==> config.mk <==
export PLATFORM = sky130hd
export DESIGN_NAME = spi_mem_ctrl
export DESIGN_NICKNAME = d
export VERILOG_FILES = /design/src/rtl/spi_mem_pkg.sv /design/src/rtl/spi_mem_shift.sv /design/src/rtl/spi_mem_guard.sv /design/src/rtl/spi_mem_seq.sv /design/src/rtl/spi_mem_ctrl.sv
export SDC_FILE = /design/constraint.sdc
export NUM_CORES = 1
export LEC_CHECK = 0
export BUFFER_PORTS_ARGS = -buffer_cell sky130_fd_sc_hd__buf_4
export CORE_MARGIN = 2
export CORE_UTILIZATION = 58
export CTS_CLUSTER_DIAMETER = 120
export DETAILED_ROUTE_END_ITERATION = 10
export GPL_ROUTABILITY_DRIVEN = 0
export GPL_TIMING_DRIVEN = 0
export PLACE_DENSITY = 0.79
export SYNTH_ARGS = -nofsm -noshare
export SYNTH_HDL_FRONTEND = slang
export SYNTH_SLANG_ARGS = --single-unit
==> constraint.sdc <==
create_clock -name clk -period 2.5 [get_ports clk]
set_input_delay 0.75 -clock clk [delete_from_list [all_inputs] [get_ports clk]]
set_output_delay 0.75 -clock clk [all_outputs]
set_load 0.005 [all_outputs]
==> src/rtl/spi_mem_pkg.sv <==
// Shared command codes, transaction phases and the status record.
package spi_mem_pkg;

    localparam logic [7:0] OP_FLAG_SET = 8'h00;
    localparam logic [7:0] OP_STAT_WR  = 8'h01;
    localparam logic [7:0] OP_ARR_WR   = 8'h02;
    localparam logic [7:0] OP_ARR_RD   = 8'h03;
    localparam logic [7:0] OP_DISARM   = 8'h04;
    localparam logic [7:0] OP_STAT_RD  = 8'h05;
    localparam logic [7:0] OP_ARM      = 8'h06;

    typedef enum logic [2:0] {
        PH_OPC, PH_ADR_HI, PH_ADR_LO, PH_RD, PH_WR, PH_SR_RD, PH_SR_WR, PH_IGNORE
    } phase_e;

    typedef struct packed {
        logic       sr_lock_en;
        logic       flag;
        logic [1:0] wdog_sel;
        logic [1:0] lock_sel;
        logic       wlatch;
    } stat_t;

    // Pack the status record into the byte the host reads.
    function automatic logic [7:0] stat_to_byte(input stat_t s);
        return {s.sr_lock_en, 1'b0, s.flag, s.wdog_sel, s.lock_sel, s.wlatch};
    endfunction

endpackage

==> src/rtl/spi_mem_shift.sv <==
// SPI mode-0 bit engine: detects SCK edges on the system clock, assembles
// received bytes and serialises the loaded transmit byte.
// Assumes sck/cs_n/mosi are synchronous to clk and each SCK phase lasts
// at least 4 clk cycles.
module spi_mem_shift (
    input  logic       clk,
    input  logic       rst_n,
    input  logic       sck,
    input  logic       cs_n,
    input  logic       mosi,
    input  logic       load_stb,
    input  logic [7:0] load_byte,
    output logic       rx_stb,
    output logic [7:0] rx_byte,
    output logic       cs_rise,
    output logic       miso_bit
);
    logic       sck_q, cs_q;
    logic [2:0] bit_cnt;
    logic [6:0] sh;
    logic [7:0] tx;
    logic       rise, fall;

    assign rise    = sck & ~sck_q & ~cs_n;
    assign fall    = ~sck & sck_q & ~cs_n;
    assign rx_stb  = rise & (bit_cnt == 3'd7);
    assign rx_byte = {sh, mosi};
    assign cs_rise = cs_n & ~cs_q;

    // Previous-cycle copies of SCK and CS# for edge detection.
    always_ff @(posedge clk) begin
        if (!rst_n) begin
            sck_q <= 1'b0;
            cs_q  <= 1'b1;
        end else begin
            sck_q <= sck;
            cs_q  <= cs_n;
        end
    end

    // Receive shift register and bit counter, cleared whenever deselected.
    always_ff @(posedge clk) begin
        if (!rst_n || cs_n) begin
            bit_cnt <= 3'd0;
            sh      <= 7'd0;
        end else if (rise) begin
            sh      <= {sh[5:0], mosi};
            bit_cnt <= bit_cnt + 3'd1;
        end
    end

    // Transmit byte holder, loaded by the sequencer.
    always_ff @(posedge clk) begin
        if (!rst_n)        tx <= 8'd0;
        else if (load_stb) tx <= load_byte;
    end

    // MISO update on SCK falling edges, MSB first.
    always_ff @(posedge clk) begin
        if (!rst_n || cs_n) miso_bit <= 1'b0;
        else if (fall)      miso_bit <= tx[3'd7 - bit_cnt];
    end

endmodule

==> src/rtl/spi_mem_guard.sv <==
// Write-permission logic: array writes need the latch and an unlocked
// address; status writes need the latch and either the status-lock enable
// clear or the guard pin high. Purely combinational.
module spi_mem_guard #(
    parameter int ADDR_W = 11
) (
    input  logic [ADDR_W-1:0] addr,
    input  logic [1:0]        lock_sel,
    input  logic              wlatch,
    input  logic              sr_lock_en,
    input  logic              guard_n,
    output logic              arr_ok,
    output logic              stat_ok
);
    logic in_lock;

    // Locked region is the top quarter, the top half or everything.
    always_comb begin
        case (lock_sel)
            2'b00:   in_lock = 1'b0;
            2'b01:   in_lock = &addr[ADDR_W-1 -: 2];
            2'b10:   in_lock = addr[ADDR_W-1];
            default: in_lock = 1'b1;
        endcase
    end

    assign arr_ok  = wlatch & ~in_lock;
    assign stat_ok = wlatch & (~sr_lock_en | guard_n);

endmodule

==> src/rtl/spi_mem_seq.sv <==
// Command sequencer: decodes command bytes, holds the status record and
// the running address, and drives the registered memory port.
// Assumes the memory returns read data one cycle after mem_re.
module spi_mem_seq
    import spi_mem_pkg::*;
#(
    parameter int ADDR_W = 11
) (
    input  logic              clk,
    input  logic              rst_n,
    input  logic              cs_n,
    input  logic              cs_rise,
    input  logic              rx_stb,
    input  logic [7:0]        rx_byte,
    input  logic              arr_ok,
    input  logic              stat_ok,
    input  logic              guard_n,
    input  logic [7:0]        mem_rdata,
    output stat_t             st,
    output logic [ADDR_W-1:0] cur_addr,
    output logic              load_stb,
    output logic [7:0]        load_byte,
    output logic [ADDR_W-1:0] mem_addr,
    output logic [7:0]        mem_wdata,
    output logic              mem_we,
    output logic              mem_re
);
    localparam int HI_W  = ADDR_W - 8;
    localparam int DEPTH = 1 << ADDR_W;
    localparam int HALF  = DEPTH / 2;
    localparam int Q3    = (DEPTH / 4) * 3;

    phase_e            ph;
    logic              rd_op, wr_done, rd_wait, stat_load;
    logic [ADDR_W-1:0] addr, lo_base;

    assign cur_addr  = addr;
    assign lo_base   = {addr[ADDR_W-1:8], rx_byte};
    assign load_stb  = stat_load | rd_wait;
    assign load_byte = rd_wait ? mem_rdata : stat_to_byte(st);

    // Phase machine, status record, address counter and memory strobes.
    always_ff @(posedge clk) begin
        if (!rst_n) begin
            ph        <= PH_OPC;
            addr      <= '0;
            rd_op     <= 1'b0;
            st        <= '0;
            wr_done   <= 1'b0;
            rd_wait   <= 1'b0;
            stat_load <= 1'b0;
            mem_we    <= 1'b0;
            mem_re    <= 1'b0;
            mem_addr  <= '0;
            mem_wdata <= '0;
        end else begin
            mem_we    <= 1'b0;
            mem_re    <= 1'b0;
            rd_wait   <= mem_re;
            stat_load <= 1'b0;
            if (cs_n) begin
                ph <= PH_OPC;
                if (cs_rise) begin
                    if (wr_done) st.wlatch <= 1'b0;
                    wr_done <= 1'b0;
                end
            end else if (rx_stb) begin
                case (ph)
                    PH_OPC: begin
                        ph <= PH_IGNORE;
                        case (rx_byte)
                            OP_ARM:      st.wlatch <= 1'b1;
                            OP_FLAG_SET: st.flag   <= 1'b1;
                            OP_DISARM: begin
                                st.wlatch <= 1'b0;
                                st.flag   <= 1'b0;
                            end
                            OP_STAT_RD: begin
                                stat_load <= 1'b1;
                                ph        <= PH_SR_RD;
                            end
                            OP_STAT_WR: ph <= PH_SR_WR;
                            OP_ARR_RD: begin
                                rd_op <= 1'b1;
                                ph    <= PH_ADR_HI;
                            end
                            OP_ARR_WR: begin
                                rd_op <= 1'b0;
                                ph    <= PH_ADR_HI;
                            end
                            default: ;
                        endcase
                    end
                    PH_ADR_HI: begin
                        addr[ADDR_W-1:8] <= rx_byte[HI_W-1:0];
                        ph               <= PH_ADR_LO;
                    end
                    PH_ADR_LO: begin
                        if (rd_op) begin
                            mem_re   <= 1'b1;
                            mem_addr <= lo_base;
                            addr     <= lo_base + 1'b1;
                            ph       <= PH_RD;
                        end else begin
                            addr <= lo_base;
                            ph   <= PH_WR;
                        end
                    end
                    PH_RD: begin
                        mem_re   <= 1'b1;
                        mem_addr <= addr;
                        addr     <= addr + 1'b1;
                    end
                    PH_WR: begin
                        wr_done <= 1'b1;
                        addr    <= addr + 1'b1;
                        if (arr_ok) begin
                            mem_we    <= 1'b1;
                            mem_addr  <= addr;
                            mem_wdata <= rx_byte;
                        end
                    end
                    PH_SR_RD: stat_load <= 1'b1;
                    PH_SR_WR: begin
                        wr_done <= 1'b1;
                        ph      <= PH_IGNORE;
                        if (stat_ok) begin
                            st.sr_lock_en <= rx_byte[7];
                            st.wdog_sel   <= rx_byte[4:3];
                            st.lock_sel   <= rx_byte[2:1];
                        end
                    end
                    default: ;
                endcase
            end
        end
    end

    // the memory port is quiet while deselected.
    assert_port_idle_R1: assert property (@(posedge clk) disable iff (!rst_n)
        (mem_we || mem_re) |-> $past(!cs_n));

    // an array write only issues while the latch is set.
    assert_we_needs_latch_R7: assert property (@(posedge clk) disable iff (!rst_n)
        mem_we |-> $past(st.wlatch));

    // an issued write address lies below the locked bound.
    assert_we_outside_lock_R6: assert property (@(posedge clk) disable iff (!rst_n)
        mem_we |-> (st.lock_sel == 2'b00)
                || (st.lock_sel == 2'b01 && 32'(mem_addr) < Q3)
                || (st.lock_sel == 2'b10 && 32'(mem_addr) < HALF));

    // status fields change only through an open status gate.
    assert_stat_gate_R8: assert property (@(posedge clk) disable iff (!rst_n)
        !$stable({st.sr_lock_en, st.wdog_sel, st.lock_sel})
        |-> $past(st.wlatch && (!st.sr_lock_en || guard_n)));

    // a finished write transaction drops the latch.
    assert_latch_clear_R10: assert property (@(posedge clk) disable iff (!rst_n)
        (cs_rise && wr_done) |=> !st.wlatch);

endmodule

==> src/rtl/spi_mem_ctrl.sv <==
// Top level: ties the SPI bit engine, the command sequencer and the write
// permission logic together and drives the MISO pad enable.
module spi_mem_ctrl
    import spi_mem_pkg::*;
#(
    parameter int ADDR_W = 11
) (
    input  logic              clk,
    input  logic              rst_n,
    input  logic              sck,
    input  logic              cs_n,
    input  logic              mosi,
    output logic              miso,
    output logic              miso_oe,
    input  logic              guard_n,
    output logic [ADDR_W-1:0] mem_addr,
    output logic [7:0]        mem_wdata,
    output logic              mem_we,
    output logic              mem_re,
    input  logic [7:0]        mem_rdata
);
    logic              rx_stb, cs_rise, load_stb, arr_ok, stat_ok;
    logic [7:0]        rx_byte, load_byte;
    logic [ADDR_W-1:0] cur_addr;
    stat_t             st;

    assign miso_oe = ~cs_n;

    spi_mem_shift i_shift (
        .clk(clk), .rst_n(rst_n), .sck(sck), .cs_n(cs_n), .mosi(mosi),
        .load_stb(load_stb), .load_byte(load_byte),
        .rx_stb(rx_stb), .rx_byte(rx_byte), .cs_rise(cs_rise), .miso_bit(miso)
    );

    spi_mem_seq #(.ADDR_W(ADDR_W)) i_seq (
        .clk(clk), .rst_n(rst_n), .cs_n(cs_n), .cs_rise(cs_rise),
        .rx_stb(rx_stb), .rx_byte(rx_byte), .arr_ok(arr_ok), .stat_ok(stat_ok),
        .guard_n(guard_n), .mem_rdata(mem_rdata), .st(st), .cur_addr(cur_addr),
        .load_stb(load_stb), .load_byte(load_byte), .mem_addr(mem_addr),
        .mem_wdata(mem_wdata), .mem_we(mem_we), .mem_re(mem_re)
    );

    spi_mem_guard #(.ADDR_W(ADDR_W)) i_guard (
        .addr(cur_addr), .lock_sel(st.lock_sel), .wlatch(st.wlatch),
        .sr_lock_en(st.sr_lock_en), .guard_n(guard_n),
        .arr_ok(arr_ok), .stat_ok(stat_ok)
    );

endmodule

Word-level counts from Yosys, hierarchy flattened --
Index checks and enable logic that the tools add are counted.
Word-level totals: register bits after elaboration 67, logic and storage cells 127, input port bits 14
Cells by class: $lt $le $gt $ge 1, reduce and logical (&&, ||, !) cells 32, mux-type cells 30, eq/ne operators 19, bitwise gates (word level) 19, $add $sub $neg 4
Operators with widths (number):
- 2-to-1 mux 11 bit | 3
- one-hot mux 11 bit (3 select lines) | 1
- == test 8 x 3 -> 1 bit, second input constant | 3
- adder 11 x 1 -> 11 bit, second input constant | 2
- AND reduction 4 bit | 5
- one-hot mux 3 bit (3 select lines) | 2
- == test 8 x 2 -> 1 bit, second input constant | 2
- one-hot mux 8 bit (2 select lines) | 1
- 2-to-1 mux 1 bit | 13
- == test 3 bit, second input constant | 4
- one-hot mux 3 bit (4 select lines) | 1
- nonzero test 2 bit | 6
- one-hot mux 1 bit (2 select lines) | 5
- AND reduction 5 bit | 2
- NOT 1 bit | 9
- nonzero test 3 bit | 3
- AND 1 bit | 8
- == test 8 x 1 -> 1 bit, second input constant | 1
- zero test 8 bit | 1
- 2-to-1 mux 8 bit | 1
- OR reduction 2 bit | 4
- == test 3 x 2 -> 1 bit, second input constant | 2
- inequality test 2 x 1 -> 1 bit, second input constant | 3
- AND reduction 3 bit | 2
- other kinds (19) | 21

Depth between registers and ports, before layout --
Gate-level depths: netlist (run 1).
word-level depth 6, gate-level depth with buffers 8, mapped depth without buffers 7

By module --
Synthesis (run 1) repeated with hierarchy kept, for this count alone.
Unflattened totals: cells, all modules 413, area total of the unflattened synthesis 3584.7 sq um
Modules (own cells, without submodules):
- spi_mem_seq | instances 1, area an instance 2698.8 sq um, cells each 333, sequential area each 920.9 sq um
- spi_mem_shift | instances 1, area an instance 854.6 sq um, cells each 74, sequential area each 420.4 sq um
- spi_mem_guard | instances 1, area an instance 27.5 sq um, cells each 5, sequential area each 0.0 sq um
- spi_mem_ctrl | instances 1, area an instance 3.8 sq um, cells each 1, sequential area each 0.0 sq um

Worst setup path before layout (run 1) --
No wires, ideal clock.
path type in2reg, from input cs_n, to register, netlist name i_seq.st[1], stages 6, path slack 376 ps, data required time 2372 ps, arrival 1996 ps, path through and4bb_4 nand3_4 or4_4 buf_6 mux2i_1 nor2_1
Between the ends: word-level cells in the longest chain between the ends 4
RTL lines:
- start: declaration | line spi_mem_ctrl.sv:11 | input logic cs_n,
- NOT 1 bit (no line) *
- AND 1 bit | line spi_mem_shift.sv:24 | assign rise = sck & ~sck_q & ~cs_n;
- AND 1 bit | line spi_mem_shift.sv:26 | assign rx_stb = rise & (bit_cnt == 3'd7);
- AND reduction 4 bit (no line) *
Mark *: on every way between the ends. The rest lies on a longest branch, timed or not. A chain may end at the register's enable or synchronous reset.

Worst setup path after layout (run 1) --
from register i_shift.bit_cnt[0], to register i_seq.mem_addr[9]
Between the ends: word-level cells in the longest chain between the ends 3
RTL lines:
- start: declaration | line spi_mem_shift.sv:19 | logic [2:0] bit_cnt;
- start signal: assignment | line spi_mem_shift.sv:48 | bit_cnt <= bit_cnt + 3'd1;
- == test 3 bit | line spi_mem_shift.sv:26
- AND 1 bit | line spi_mem_shift.sv:26
- AND reduction 5 bit (no line)
- end signal: assignment | line spi_mem_seq.sv:101 | mem_addr <= lo_base;
- end signal: assignment | line spi_mem_seq.sv:111 | mem_addr <= addr;
- end signal: assignment | line spi_mem_seq.sv:119 | mem_addr <= addr;
- end: declaration | line spi_mem_seq.sv:23 | output logic [ADDR_W-1:0] mem_addr,
Every way passes these cells.

==> results of run 1 <==
through the flow:
step           setup slack [ns]  cell area, sq um  power [mW]  hold slack (ns)
2_1_floorplan             0.376              3430        1.15            0.452
3_3_place_gp             0.0480              3790        1.19            0.449
3_5_place_dp             0.0310              3790        1.19            0.450
4_1_cts                   0.139              4010        2.20            0.477
5_1_grt                 0.00158              4020        2.26            0.484
6_report                  0.165              4020        2.19            0.476
kinds of logic after synthesis:
logic type      after synthesis  share of synthesized area, %
compound gates               96                          17.8
xor+xnor                     10                          2.55
fa+ha+maj                     7                          2.55
buf+inv                      41                          5.03
flops                        67                          39.1
mux                          27                          8.61
simple gates                173                          24.4
report_power, final:
part	internal, mW	switching, mW	total [mW]
logic	0.0332	0.0545	0.0877
clock network	0.570	0.456	1.03
registers	1.07	0.00435	1.08
total	1.67	0.515	2.19
flip-flops by register name (all words and copies together) (netlist names):
name	count
i_seq.ph	3
i_seq.wr_done	1
i_seq.mem_we	1
i_seq.rd_wait	1
i_seq.mem_re	1
i_shift.tx	8
i_shift.sck_q	1
i_seq.mem_wdata	8
i_seq.stat_load	1
i_seq.st	7
i_seq.cur_addr	11
i_shift.sh	7
i_shift.bit_cnt	3
i_shift.miso_bit	1
i_seq.mem_addr	11
i_shift.cs_q	1
i_seq.rd_op	1
Yosys cell counts, types with 3 or more instances:
cell / count / area, sq um
a211oi_1: 6 / 45.0
a21oi_1: 37 / 185
a311oi_1: 8 / 70.1
and2_1: 3 / 18.8
and3_1: 5 / 31.3
buf_2: 3 / 15.0
clkbuf_1: 26 / 97.6
dfxtp_1: 67 / 1340
ha_1: 7 / 87.6
inv_1: 8 / 30.0
mux2i_1: 25 / 250
nand2_1: 54 / 203
nand3_1: 12 / 60.1
nand4_1: 5 / 31.3
nor2_1: 57 / 214
nor2b_1: 4 / 25.0
nor3_1: 8 / 40.0
nor3b_1: 4 / 30.0
nor4_1: 3 / 18.8
o211ai_1: 5 / 37.5
o21ai_0: 17 / 85.1
o221a_2: 3 / 33.8
o22ai_1: 4 / 25.0
o31ai_1: 3 / 22.5
or4_1: 3 / 22.5
xnor2_1: 8 / 70.1
cell type report:
| class | instances | share of cell area (%) |
|---|---|---|
| buffer | 33 | 3.55 |
| clock buffer | 9 | 3.08 |
| clock inverter | 7 | 2.49 |
| inverter | 8 | 0.748 |
| multi-input combinational | 313 | 47.9 |
| sequential | 67 | 33.4 |
| tap | 75 | 2.34 |
| timing repair buffer | 35 | 6.54 |
critical path, stage by stage (launching register included):
cell and delay [ns]:
dfxtp_1 0.43, ha_1 0.18, ha_1 0.21, and4bb_4 0.31
nand3_4 0.11, o21ai_2 0.45, buf_4 0.27, mux2i_1 0.19
nor2_1 0.05
layer usage:
metal | routed length, microns | track usage, %
met1 | 3800 | 35.9
met2 | 4300 | 47.5
met3 | 537 | 6.00
met4 | 210 | 12.5
met5 | 0 | 0
repair_timing:
item                       in CTS  in global routing
setup endpoints to repair       0                  1
setup buffers                   0                  0
resized for setup               0                  1
placed cells by master (no fill, tap or decap), types with 3 or more instances in the layout:
cell type,instances
or4_1,3
o211ai_1,5
nor3_1,7
nand2_1,54
buf_4,37
clkbuf_8,9
nor2_1,57
nor3b_1,4
and2_1,3
a211oi_1,6
o22ai_1,4
nor2b_1,4
xnor2_1,8
ha_1,7
and3_1,5
mux2i_1,25
a21oi_1,37
nor4_1,3
inv_1,8
o31ai_1,3
a311oi_1,8
buf_2,3
nand4_1,5
dfxtp_1,67
o21ai_0,17
nand3_1,12
o221a_2,3
clkbuf_1,26
worst max-delay path by stage:
| stage | slack (ns) | start | endpoint | cells past startpoint |
|---|---|---|---|---|
| after floorplan | 0.38 | cs_n | i_seq.st[1]$_SDFFE_PN0P_ | 6 |
| after global placement | 0.05 | cs_n | i_seq.mem_addr[8]$_SDFFE_PN0P_ | 7 |
| after detailed placement | 0.03 | cs_n | i_seq.mem_addr[9]$_SDFFE_PN0P_ | 7 |
| after CTS | 0.14 | i_shift.bit_cnt[0]$_SDFFE_PP0P_ | i_seq.st[0]$_SDFFE_PN0P_ | 7 |
| after global routing | 0.002 | i_shift.bit_cnt[0]$_SDFFE_PP0P_ | i_seq.mem_addr[8]$_SDFFE_PN0P_ | 8 |
| final | 0.16 | i_shift.bit_cnt[0]$_SDFFE_PP0P_ | i_seq.mem_addr[9]$_SDFFE_PN0P_ | 8 |
==> impl_results.md, run 1 <==
- Register bit count reported by yosys: 67
- Hold_sp: i_seq.mem_re$_SDFF_PP0_
- Critical R2R Launch: i_shift.bit_cnt[0]$_SDFFE_PP0P_
- F_max: around 0.43 GHz
- Synth Cell Area: 3430 sq um
- Main flop type after synthesis: dfxtp_1
- Layout cells sized above 1: 15.0%
- Clock buffer depth: 2
- Area growth syn-to-layout: 17.1%
- Number of global-route vias before repair: 2981
- Number of synthesized flops with an enable pin: 0
- Pleak: about 1.5 nW
- Fin cells: roughly 550
- Row count: 28
- Yosys cell types: 52
- Reg2reg end: i_seq.mem_addr[9]$_SDFFE_PN0P_
- Global route total overflow: 0
- Maximum vdd ir drop: 388 uV
- Die area: between 6000 and 7000 sq um
- Setup CP Type: register to register
- # fillers: 516
- Boundary Pins: 37
- Num CTS Buffers: 9
- First-pass GRT wire length: 14200 microns
- Yosys warns: 0
- Synth Instances: between 400 and 500
- Max_slew headroom: 55.4%
- Fin nets: 488
- Dpl hpwl: 6310 microns
- Skew final: 0.00840 ns
- Crit path required time: roughly 2.7 ns
- # clock sinks: 67
- # hold bufs at CTS: 0
- Initial core utilization: between 50% and 60%
- R2R cell count: 8
- Hold Path End: i_seq.rd_wait$_SDFF_PN0_
- Clock slew at reported path FFs: 0.08 ns
- PwrDens: 545 nW/um^2
- Synthesized Nets: 442
- Storage cell area: 1340 sq um
- Vias per cell: approximately 6.0
- Max Cap Viol: 0
- Multi-input logic area: 1920 sq um
- N_diodes: 0
- Post-route setup TNS: 0 ns
- Max-slew violation count: 0
- Fin crit share: 93.4%
- Final ANT Viol Nets: 0
- Post-layout min period: 2.34 ns
- RSZ-0062 raised after global routing: false
- Remaining routing DRC violations: 0
- Crit. End Element: register
- HP Class: register to register
- # port buffers: 35
- Largest net degree at the start of global routing: 14
- Utilization after layout: 69.1%
- CP startpoint kind: register
- Antenna violations before repair: 0
- Drt total wl: slightly below 9000 microns
- TritonCTS clock tree: done
- Inst Count DP: roughly 530
- DRT iter0 DRCs: between 200 and 250
- Routed wire per std cell: between 15 and 20 microns
- Avg Inst Size Synth: roughly 8 sq um
- Register area share after synthesis: between 30% and 40%
- Hold Vio Cnt, Final: 0
- Status: finished, final reports clean
- Chip width: slightly above 80 microns
- Htree depth: 3
- CORE AREA: 5820 sq um
- Die H: approximately 81 microns
- FFs w/ async S/R, synth: 0%
- Worst-path fanout max: 10
- Slew @ Worst Pin: between 0.6 and 0.7 ns
- Worst Hold Depth: 1
- R2R setup slack: 0.16 ns
- Worst EP arrival: about 2.6 ns
- Final setup vio count: 0
- Worst-skew pair later-pin latency: 0.36 ns
- Vias: 3255
- DRT Pass-1 Iters: 6
- Root buf cell: clkbuf_8
- GRT Util Overall: 28.6%
Power figures use the tool's default switching activity.
==> inputs of run 2 (changes only) <==
--- a/config.mk
+++ b/config.mk
@@ -12,7 +12,7 @@
 export DETAILED_ROUTE_END_ITERATION = 10
 export GPL_ROUTABILITY_DRIVEN = 0
 export GPL_TIMING_DRIVEN = 0
-export PLACE_DENSITY = 0.79
+export PLACE_DENSITY_LB_ADDON = 0.1
 export SYNTH_ARGS = -nofsm -noshare
 export SYNTH_HDL_FRONTEND = slang
 export SYNTH_SLANG_ARGS = --single-unit
==> impl_results.md, run 2 (synthesis results as in run 1) <==
- Sw Ratio: 22.0%
- # port buffers: 35
- F_max: between 0.4 and 0.5 GHz
- Reg2reg end: i_seq.st[6]$_SDFFE_PN0P_
- Postcts setup bufs: 0
- Vias per cell: 6.01
- Worst Hold Depth: 1
- CP delay by family, top: simple AND/OR/NAND/NOR gates
- Final setup vio count: 0
- Area growth syn-to-layout: 18.8%
- CP Buf/Inv Count: 1
- Gate power share: roughly 3.8%
- Slew @ Worst Pin: 0.657 ns
- Root buf cell: clkbuf_8
- Dpl ws: 0.0212 ns
- Chip width: ~81 microns
- Max-slew violation count: 0
- Setup CP Type: register to register
- Antenna violations before repair: 0
- Most common cell after layout, fill and taps aside: dfxtp_1
- HP Class: register to register
- R2R setup slack: 0.15 ns
- DRT iter0 DRCs: approximately 380
- Fin nets: just under 500
- Utilization after layout: between 70% and 80%
- Die area: 6550 sq um
- Layout cells sized above 1: between 15 and 20%
- Maximum vdd ir drop: 548 uV
- Remaining routing DRC violations: 0
- RSZ-0062 raised after global routing: false
- First-pass GRT wire length: 14400 microns
- Pleak: approximately 1.5 nW
- Skew final: 0.0171 ns
- Post-route setup TNS: 0 ns
- Clk pwr share: 51.6%
- Htree depth: 3
- Vias: 3285
- Design area: 4080 sq um
- Fin crit share: 94.0%
- Initial core utilization: about three fifths
- Worst EP arrival: 2.57 ns
- R2R cell count: 8
- GRT Util Overall: 28.9%
- Post-layout min period: 2.35 ns
- Sequential share of power: 44.7%
- Critical R2R Launch: i_shift.bit_cnt[0]$_SDFFE_PP0P_
- Row count: 28
- Cell count along the critical path: 8
- Hold Vio Cnt, Final: 0
- Crit. End Element: register
- Dpl hpwl: 6170 microns
- N_diodes: 0
- Final ANT Viol Nets: 0
- Crit path required time: around 2.7 ns
- Clock buffer depth: 2
- Hold Path End: i_seq.rd_wait$_SDFF_PN0_
- # clock sinks: 67
- Delay of the slowest cell on the worst path: 0.54 ns
- Global route total overflow: 0
- Switching power: 0.530 mW
- Inst Count DP: 531
- Die H: ~81 microns
- Worst-path fanout max: 5
- Most frequent CP cell: ha_1
- CP startpoint kind: register
- Number of global-route vias before repair: 2965
- Routed wire per std cell: 16.6 microns
- DRT Pass-1 Iters: 5
- Pwr Total: around 2.4 mW
- Boundary Pins: 37
- Largest net degree at the start of global routing: 14
- Worst-skew pair later-pin latency: 0.36 ns
- Max Cap Viol: 0
- Pint: 1.88 mW
- CORE AREA: around 5800 sq um
- Hold slack: 0.474 ns
- Fin cells: around 550
- Drt total wl: 9080 microns
- Clock slew at reported path FFs: about 0.08 ns
- Fin worst setup slack: 0.150 ns
- Max_slew headroom: 55.9%
- Status: finished, final reports clean
- # fillers: 496
- Num CTS Buffers: 9
- PwrDens: 590 nW/um^2
- TritonCTS clock tree: done
- Slowest CP cell: or4_4
- Placed instance area: 3790 sq um
- Hold_sp: i_seq.mem_re$_SDFF_PP0_
- Commonest non-fill, non-tap cells in the layout: dfxtp_1 (67), nor2_1 (57), nand2_1 (54)
- Worst-path cell chain: ha_1 -> ha_1 -> and4bb_4 -> nand3_4 -> or4_4 -> buf_6 -> mux2i_1 -> nor2_1
-- run 2: cell count changes in the layout (fill, tap and decap cells not counted) --
| cell | previous run | this run |
|---|---|---|
| o21ai_4 | 0 | 1 |
| nand4bb_2 | 0 | 1 |
| clkinv_2 | 1 | 0 |
| bufinv_16 | 2 | 4 |
| o21ai_2 | 1 | 0 |
| clkinv_4 | 2 | 1 |
| nand4bb_1 | 1 | 0 |
-- run 2: metal layers --
| layer | global-route usage (%) | routed length [microns] | vias to the layer above | share of wire, % |
|---|---|---|---|---|
| met4 | 11.7 | 241 | 0 | 2.7 |
| met2 | 47.1 | 4300 | 141 | 47 |
| met1 | 37.7 | 3930 | 1536 | 43 |
| met3 | 5.56 | 597 | 32 | 6.6 |
| met5 | 0 | 0 | - | 0 |
| li1 | - | - | 1576 | - |
-- run 2: cell type report --
cell class | instances | area [sq um] | share of cell area, %
Buffer | 33 | 143 | 3.50
Clock buffer | 9 | 124 | 3.04
Clock inverter | 7 | 146 | 3.59
Inverter | 8 | 30.0 | 0.737
Multi-Input combinational cell | 313 | 1930 | 47.5
Sequential cell | 67 | 1340 | 32.9
Tap cell | 75 | 93.8 | 2.30
Timing Repair Buffer | 35 | 263 | 6.45
-- run 2: worst max-delay path by stage --
stage | startpoint | endpoint
finish | i_shift.bit_cnt[0]$_SDFFE_PP0P_ | i_seq.st[6]$_SDFFE_PN0P_
global route | i_shift.bit_cnt[0]$_SDFFE_PP0P_ | i_seq.st[3]$_SDFFE_PN0P_
CTS | i_shift.bit_cnt[0]$_SDFFE_PP0P_ | i_seq.mem_addr[8]$_SDFFE_PN0P_
detailed placement | cs_n | i_seq.mem_addr[8]$_SDFFE_PN0P_
global placement | cs_n | i_seq.mem_addr[9]$_SDFFE_PN0P_
floorplan | cs_n | i_seq.st[1]$_SDFFE_PN0P_
-- run 2: repair_timing --
item,in CTS,in global routing
endpoints found under the setup margin,0,3
hold buffers,0,0
resized for setup,0,3
-- run 2: worst register-to-register path: stages, from the launching register on --
cell      delay [ns]
dfxtp_1         0.43
ha_1            0.18
ha_1            0.24
and4bb_4        0.33
nand3_4         0.12
or4_4           0.54
buf_6           0.15
mux2i_1         0.16
nor2_1          0.06
-- run 2: power groups by stage --
stage          Combinational, mW  Clock [mW]  Sequential, mW
2_1_floorplan             0.0492           0            1.10
3_3_place_gp              0.0859           0            1.10
3_5_place_dp              0.0879           0            1.10
4_1_cts                   0.0886        1.24            1.08
5_1_grt                   0.0991        1.29            1.08
6_report                  0.0905        1.24            1.08
